**src/rtl/framer_pkg.sv**
```systemverilog
`timescale 1ns/1ps
package framer_pkg;

  localparam int FRM_DW = 8;

  typedef enum logic [2:0] {
    ST_IDLE,
    ST_START,
    ST_DATA,
    ST_PAR,
    ST_STOP
  } frm_state_e;

  // field order matches the fmt_i bit positions
  typedef struct packed {
    logic       par_even;
    logic       par_en;
    logic       long_stop;
    logic [1:0] len_sel;
  } frm_fmt_t;

  // index of the last data bit for a length selector
  function automatic logic [2:0] last_idx(input logic [1:0] sel);
    return 3'd4 + {1'b0, sel};
  endfunction

  // mask of the data bits in use
  function automatic logic [FRM_DW-1:0] len_mask(input logic [1:0] sel);
    return 8'hFF >> (2'd3 - sel);
  endfunction

  // stop time in ticks
  function automatic int stop_len(input frm_fmt_t f, input int osr);
    if (!f.long_stop) return osr;
    if (f.len_sel == 2'b00) return osr + osr / 2;
    return 2 * osr;
  endfunction

  // parity bit for the used data bits
  function automatic logic par_calc(input logic [FRM_DW-1:0] d,
                                    input logic [1:0] sel,
                                    input logic even);
    logic [FRM_DW-1:0] m;
    m = d & len_mask(sel);
    return even ? (^m) : ~(^m);
  endfunction

endpackage

```
**src/rtl/framer_tx.sv**
```systemverilog
`timescale 1ns/1ps
module framer_tx
  import framer_pkg::*;
#(
  parameter int OSR = 16
) (
  input  logic              clk,
  input  logic              rst_n,
  input  logic              tick_i,
  input  frm_fmt_t          fmt_i,
  input  logic              valid_i,
  input  logic [FRM_DW-1:0] data_i,
  output logic              ready_o,
  output logic              txd_o
);

  localparam int CW = $clog2(2 * OSR + 1);
  localparam logic [CW-1:0] BIT_LAST = CW'(OSR - 1);

  frm_state_e        state_q;
  logic [CW-1:0]     cnt_q;
  logic [2:0]        idx_q;
  logic [FRM_DW-1:0] sh_q;
  frm_fmt_t          fmt_q;
  logic              par_q;

  // named internal events
  logic [CW-1:0] lim_last;
  logic          accept;
  logic          bit_end;
  logic          data_last;

  always_comb begin
    lim_last = (state_q == ST_STOP) ? CW'(stop_len(fmt_q, OSR) - 1) : BIT_LAST;
  end

  assign accept    = valid_i && (state_q == ST_IDLE);
  assign bit_end   = tick_i && (state_q != ST_IDLE) && (cnt_q == lim_last);
  assign data_last = (idx_q == last_idx(fmt_q.len_sel));

  always_ff @(posedge clk or negedge rst_n) begin
    if (!rst_n) begin
      state_q <= ST_IDLE;
      cnt_q   <= '0;
      idx_q   <= '0;
      sh_q    <= '0;
      fmt_q   <= '0;
      par_q   <= 1'b0;
    end else if (accept) begin
      sh_q    <= data_i;
      fmt_q   <= fmt_i;
      par_q   <= par_calc(data_i, fmt_i.len_sel, fmt_i.par_even);
      state_q <= ST_START;
      cnt_q   <= '0;
      idx_q   <= '0;
    end else if (tick_i && state_q != ST_IDLE) begin
      if (bit_end) begin
        cnt_q <= '0;
        unique case (state_q)
          ST_START: state_q <= ST_DATA;
          ST_DATA: begin
            sh_q <= {1'b0, sh_q[FRM_DW-1:1]};
            if (data_last) state_q <= fmt_q.par_en ? ST_PAR : ST_STOP;
            else           idx_q   <= idx_q + 3'd1;
          end
          ST_PAR:  state_q <= ST_STOP;
          default: state_q <= ST_IDLE;
        endcase
      end else begin
        cnt_q <= cnt_q + 1'b1;
      end
    end
  end

  always_comb begin
    unique case (state_q)
      ST_START: txd_o = 1'b0;
      ST_DATA:  txd_o = sh_q[0];
      ST_PAR:   txd_o = par_q;
      default:  txd_o = 1'b1;
    endcase
  end

  assign ready_o = (state_q == ST_IDLE);

  AST_TX_START_LOW: assert property (@(posedge clk) disable iff (!rst_n)
    (valid_i && ready_o) |=> (!ready_o && !txd_o));
  AST_TX_IDLE_HIGH: assert property (@(posedge clk) disable iff (!rst_n)
    ready_o |-> txd_o);
  AST_TX_CNT_RANGE: assert property (@(posedge clk) disable iff (!rst_n)
    (state_q != ST_IDLE) |-> (cnt_q <= lim_last));
  AST_TX_FMT_HELD: assert property (@(posedge clk) disable iff (!rst_n)
    (!ready_o && !accept && $past(!ready_o)) |-> $stable(fmt_q));

endmodule

```
**src/rtl/framer_rx.sv**
```systemverilog
`timescale 1ns/1ps
module framer_rx
  import framer_pkg::*;
#(
  parameter int OSR = 16
) (
  input  logic              clk,
  input  logic              rst_n,
  input  logic              tick_i,
  input  frm_fmt_t          fmt_i,
  input  logic              rxd_i,
  output logic              valid_o,
  output logic [FRM_DW-1:0] data_o,
  output logic              frame_err_o,
  output logic              par_err_o,
  output logic              break_o
);

  localparam int CW = $clog2(2 * OSR + 1);
  localparam logic [CW-1:0] BIT_LAST  = CW'(OSR - 1);
  localparam logic [CW-1:0] HALF_LAST = CW'(OSR / 2 - 1);

  logic              meta_q, line_q;
  frm_state_e        state_q;
  logic [CW-1:0]     cnt_q;
  logic [2:0]        idx_q;
  logic [FRM_DW-1:0] acc_q;
  logic [1:0]        len_q;
  logic              pen_q, peven_q;
  logic              pbit_q;
  logic              low_q;

  // named internal events
  logic start_seen;
  logic start_chk;
  logic sample_stb;
  logic data_last;

  assign start_seen = tick_i && (state_q == ST_IDLE) && !line_q;
  assign start_chk  = tick_i && (state_q == ST_START) && (cnt_q == HALF_LAST);
  assign sample_stb = tick_i && (state_q inside {ST_DATA, ST_PAR, ST_STOP}) &&
                      (cnt_q == BIT_LAST);
  assign data_last  = (idx_q == last_idx(len_q));

  always_ff @(posedge clk or negedge rst_n) begin
    if (!rst_n) begin
      meta_q <= 1'b1;
      line_q <= 1'b1;
    end else begin
      meta_q <= rxd_i;
      line_q <= meta_q;
    end
  end

  always_ff @(posedge clk or negedge rst_n) begin
    if (!rst_n) begin
      state_q     <= ST_IDLE;
      cnt_q       <= '0;
      idx_q       <= '0;
      acc_q       <= '0;
      len_q       <= '0;
      pen_q       <= 1'b0;
      peven_q     <= 1'b0;
      pbit_q      <= 1'b0;
      low_q       <= 1'b0;
      valid_o     <= 1'b0;
      data_o      <= '0;
      frame_err_o <= 1'b0;
      par_err_o   <= 1'b0;
      break_o     <= 1'b0;
    end else begin
      valid_o <= 1'b0;
      if (start_seen) begin
        state_q <= ST_START;
        cnt_q   <= '0;
      end else if (start_chk) begin
        if (!line_q) begin
          state_q <= ST_DATA;
          cnt_q   <= '0;
          idx_q   <= '0;
          acc_q   <= '0;
          low_q   <= 1'b1;
          len_q   <= fmt_i.len_sel;
          pen_q   <= fmt_i.par_en;
          peven_q <= fmt_i.par_even;
        end else begin
          state_q <= ST_IDLE;
        end
      end else if (sample_stb) begin
        cnt_q <= '0;
        unique case (state_q)
          ST_DATA: begin
            acc_q[idx_q] <= line_q;
            low_q        <= low_q && !line_q;
            if (data_last) state_q <= pen_q ? ST_PAR : ST_STOP;
            else           idx_q   <= idx_q + 3'd1;
          end
          ST_PAR: begin
            pbit_q  <= line_q;
            low_q   <= low_q && !line_q;
            state_q <= ST_STOP;
          end
          default: begin
            valid_o     <= 1'b1;
            data_o      <= acc_q;
            frame_err_o <= !line_q;
            break_o     <= low_q && !line_q;
            par_err_o   <= pen_q && (pbit_q != par_calc(acc_q, len_q, peven_q));
            state_q     <= ST_IDLE;
          end
        endcase
      end else if (tick_i && state_q != ST_IDLE) begin
        cnt_q <= cnt_q + 1'b1;
      end
    end
  end

  AST_RX_VALID_PULSE: assert property (@(posedge clk) disable iff (!rst_n)
    valid_o |=> !valid_o);
  AST_RX_UPPER_ZERO: assert property (@(posedge clk) disable iff (!rst_n)
    valid_o |-> ((data_o & ~len_mask(len_q)) == '0));
  AST_RX_BREAK_FRAME: assert property (@(posedge clk) disable iff (!rst_n)
    (valid_o && break_o) |-> frame_err_o);
  AST_RX_NO_PERR_OFF: assert property (@(posedge clk) disable iff (!rst_n)
    (valid_o && !pen_q) |-> !par_err_o);
  AST_RX_START_CONFIRM: assert property (@(posedge clk) disable iff (!rst_n)
    ($past(state_q) == ST_START && state_q == ST_DATA) |-> $past(!line_q));

endmodule

```
**src/rtl/async_char_framer.sv**
```systemverilog
`timescale 1ns/1ps
module async_char_framer
  import framer_pkg::*;
#(
  parameter int OSR = 16
) (
  input  logic              clk,
  input  logic              rst_n,
  input  logic [4:0]        fmt_i,
  input  logic              tick16_i,
  input  logic              tx_valid_i,
  input  logic [FRM_DW-1:0] tx_data_i,
  output logic              tx_ready_o,
  output logic              txd_o,
  input  logic              rxd_i,
  output logic              rx_valid_o,
  output logic [FRM_DW-1:0] rx_data_o,
  output logic              rx_frame_err_o,
  output logic              rx_parity_err_o,
  output logic              rx_break_o
);

  frm_fmt_t fmt_w;
  assign fmt_w = frm_fmt_t'(fmt_i);

  framer_tx #(.OSR(OSR)) u_tx (
    .clk     (clk),
    .rst_n   (rst_n),
    .tick_i  (tick16_i),
    .fmt_i   (fmt_w),
    .valid_i (tx_valid_i),
    .data_i  (tx_data_i),
    .ready_o (tx_ready_o),
    .txd_o   (txd_o)
  );

  framer_rx #(.OSR(OSR)) u_rx (
    .clk         (clk),
    .rst_n       (rst_n),
    .tick_i      (tick16_i),
    .fmt_i       (fmt_w),
    .rxd_i       (rxd_i),
    .valid_o     (rx_valid_o),
    .data_o      (rx_data_o),
    .frame_err_o (rx_frame_err_o),
    .par_err_o   (rx_parity_err_o),
    .break_o     (rx_break_o)
  );

  AST_RESET_IDLE: assert property (@(posedge clk) $rose(rst_n) |-> (tx_ready_o && txd_o && !rx_valid_o));

endmodule

```
**config.mk**
```make
export PLATFORM = sky130hd
export DESIGN_NAME = async_char_framer
export DESIGN_NICKNAME = d
export VERILOG_FILES = /design/src/rtl/framer_pkg.sv /design/src/rtl/framer_tx.sv /design/src/rtl/framer_rx.sv /design/src/rtl/async_char_framer.sv
export SDC_FILE = /design/constraint.sdc
export NUM_CORES = 1
export LEC_CHECK = 0
export ABC_AREA = 1
export BUFFER_PORTS_ARGS = -buffer_cell sky130_fd_sc_hd__buf_2
export CORE_MARGIN = 2
export CORE_UTILIZATION = 60
export CTS_CLUSTER_DIAMETER = 60
export CTS_CLUSTER_SIZE = 14
export DETAILED_ROUTE_END_ITERATION = 16
export PLACE_DENSITY = 0.8
export SYNTH_ARGS = -nofsm -noshare
export SYNTH_HDL_FRONTEND = slang
export SYNTH_SLANG_ARGS = --single-unit
```
**constraint.sdc**
```tcl
create_clock -name clk -period 2.05 [get_ports clk]
set_input_delay 0.1025 -clock clk [delete_from_list [all_inputs] [get_ports clk]]
set_output_delay 0.1025 -clock clk [all_outputs]
set_load 0.1 [all_outputs]
```
==> results.cfg <==
[outcome]
outcome = finished clean

[pwr]
peakVddDrop_v = 0.000745
pwr-share-comb_pct = 35.8
p_int_mw = 3.02
clkPwrFrac_pct = 27.0
power_density_mw_per_mm2 = 1180
seq_power_share_pct = 37.2
p_leak_nw = 2.32
p_switching_mw = 2.05
switching_share_pct = 40.4

[sta]
finalCriticalPeriod_ns = 1.91
post-route-period-util_pct = 93.3
final.setup.tns_ns = 0
slew_headroom_pct = 65.9
rsz0062_at_grt = false
finalSetupViolCount = 0
slew_violations = 0
skew_ns = 0.00691
worst_pin_slew_ns = 0.512
max_freq_mhz = 523
hold_violations = 0

[floorplanning]
die-area_sq_mm = 0.00690
start_util_pct = 62.6
dieWidth_microns = 83.1
rows = 28
ios = 32
fp.coreArea_sq_mm = 0.00599
dieHeight_microns = 83.1

[place]
port_buffers = 31
dpl_cell_area_sq_mm = 0.00401
hpwl_microns = 5710
gp_congestion = 0.853

[synthesis]
ys_seq_area_share_pct = 43.4
synth_warnings = 0
synth.distinct_cells = 34
synthTopCellsByArea = dfrtp_1 42%, nand2_1 19%, inv_1 4.3%
synthFlopType = dfrtp_1
yosys.cell_count.top_type = nand2_1
syn_inst = 491
synth.largest_area_cell = dfrtp_1
ys_async_sr_fraction_pct = 100
syn_nets = 513
syn_area_sq_mm = 0.00375
synth_commonest_cells = 192 x nand2_1, 63 x dfrtp_1, 43 x inv_1
synth_top_area_share_pct = 42.0
synth_edf_count = 0
syn_avg_cell_area_sq_um = 7.64
yosys_register_bits = 65

[final_layout]
multiInputGateArea_sq_mm = 0.00189
nets = 558
diodes = 0
drive_gt1_share_pct = 19.2
fillers = 471
seq_area_sq_mm = 0.00163
final_area_sq_mm = 0.00431
area_delta_synth_final_pct = 14.9

[clock_tree]
cts_post_setup_buffers_inserted = 0
cts_root_buf = clkbuf_8
clkTransAtPathRegs_ns = 0.07
htreeDepth = 3
holdBufCountCts = 5
cts_resized = 0
insertion_delay_ns = 0.35
cts_tree = built
numCtsBuffers = 9
clockBufferDepth = 2
cts_sinks = 65

[detailed_routing]
routed_wl_microns = 7620
route.detailed.drc = 0
via_per_inst = 5.16
ant_nets = 0
vias = 3179
firstDrtPassIters = 7
wl_per_cell_microns = 12.4
drtIter0Drc = 196

[worst_setup_path]
worst-r2r-cell-count = 8
r2r_slack_ns = 0.25
end_kind = primary output
critPathArrivalTime_ns = 1.81
r2r-end = u_rx.acc_q[5]
critPathKind = register to primary output
slowest_stage = dfrtp_1
crit_required_ns = 1.95
r2r-start = u_rx.cnt_q[0]
cp_cell_sequence = nor3_2 -> inv_1 -> o211ai_1 -> buf_2
cp_max_fo = 6
cp-start-kind = register
crit_path_max_incr_delay_ns = 0.46

[global_route]
first_global_vias = 3038
antenna_found_initial = 0
grt_pass1_wl_microns = 13500
grt.overflow.total = 0
grt_util_all_layers_pct = 24.0
grt_max_degree = 27

[worst_hold_path]
hold_path.class = input port to register
whs_path_depth = 3
worstHoldStart = fmt_i[3]
hold_path_end = u_tx.fmt_q[3]

[job]
drv_cap = 0
[worst max path at each step]
stage                               start            end  slack (ns)
after global routing      u_tx.state_q[0]          txd_o        0.05
after CTS                 u_tx.state_q[0]          txd_o        0.12
final                     u_tx.state_q[0]          txd_o        0.14
after global placement      u_rx.cnt_q[0]  u_rx.acc_q[6]        0.31
after detailed placement    u_rx.cnt_q[0]  u_rx.acc_q[5]        0.25
after floorplan           u_tx.state_q[0]          txd_o       -0.28
[cell type report]
cell class,count,area share (%)
sequential,65,37.8
clock inverter,6,2.64
inverter,48,4.30
clock buffer,10,3.19
timing repair buffer,42,6.10
tap,75,2.18
multi-input combinational,370,43.8
[metal layers]
metal	track usage (%)	wire (microns)	up-vias
met3	5.17	314	11
met1	32.3	3600	1444
met4	8.79	117	0
li1	-	-	1644
met2	38.3	3590	80
met5	0	0	-
[power groups by stage]
stage / combinational [mW] / clock [mW] / sequential [mW]
detailed placement: 1.80 / 0 / 1.90
floorplan: 1.45 / 0 / 1.85
CTS: 1.82 / 1.39 / 1.88
global route: 2.05 / 1.45 / 1.93
finish: 1.82 / 1.37 / 1.88
global placement: 1.74 / 0 / 1.89
[worst max-delay path: cells and delay by family (launching register included)]
family | cells | cell delay (ns)
and+or+nand+nor | 1 | 0.28
DFF | 1 | 0.46
buffers and inverters | 2 | 0.56
AOI/OAI and AO/OA | 1 | 0.17
[cells by family (layout without fill, tap and decap cells)]
kind of cell / count (synthesis) / count (layout) / share of synthesized area (%)
simple gates: 296 / 296 / 36.2
compound gates: 53 / 53 / 8.68
buf+inv: 56 / 106 / 6.41
xor+xnor: 17 / 17 / 3.97
fa+ha+maj: 4 / 4 / 1.33
flops: 65 / 65 / 43.4
[metrics by stage]
step / util, % / power (mW) / cells / hold WS, ns / worst slack, ns
2_1_floorplan: - / 3.31 / 491 / -0.193 / -0.282
6_report: 71.9 / 5.07 / 616 / 0.0533 / 0.137
3_5_place_dp: 66.9 / 3.70 / 595 / 0.102 / 0.251
4_1_cts: 71.9 / 5.09 / 616 / 0.0541 / 0.123
5_1_grt: 71.9 / 5.43 / 616 / 0.0688 / 0.0470
3_3_place_gp: 66.9 / 3.62 / 595 / 0.0920 / 0.311
[registers in the layout, summed over array words and instances (netlist names), 4 cells and up]
| name | cells |
|---|---|
| u_tx.cnt_q | 6 |
| u_rx.data_o | 8 |
| u_rx.cnt_q | 6 |
| u_rx.acc_q | 8 |
| u_tx.fmt_q | 4 |
| u_tx.sh_q | 8 |
[cells in the final DEF, fill, tap and decap left out, types with 5 or more instances in the layout]
master and instances:
nand3_1 30, clkbuf_8 10, o21ai_1 6, buf_2 31, nand2_1 192, buf_4 5, a21oi_1 5, nor2_1 30
xor2_1 10, nand2_2 7, o21ai_0 25, nor3_1 8, o21ai_2 12, xnor2_1 7, nand2_4 7, dlygate4sd3_1 5
inv_1 43, dfrtp_1 63
(Power assumes the default switching activity.)
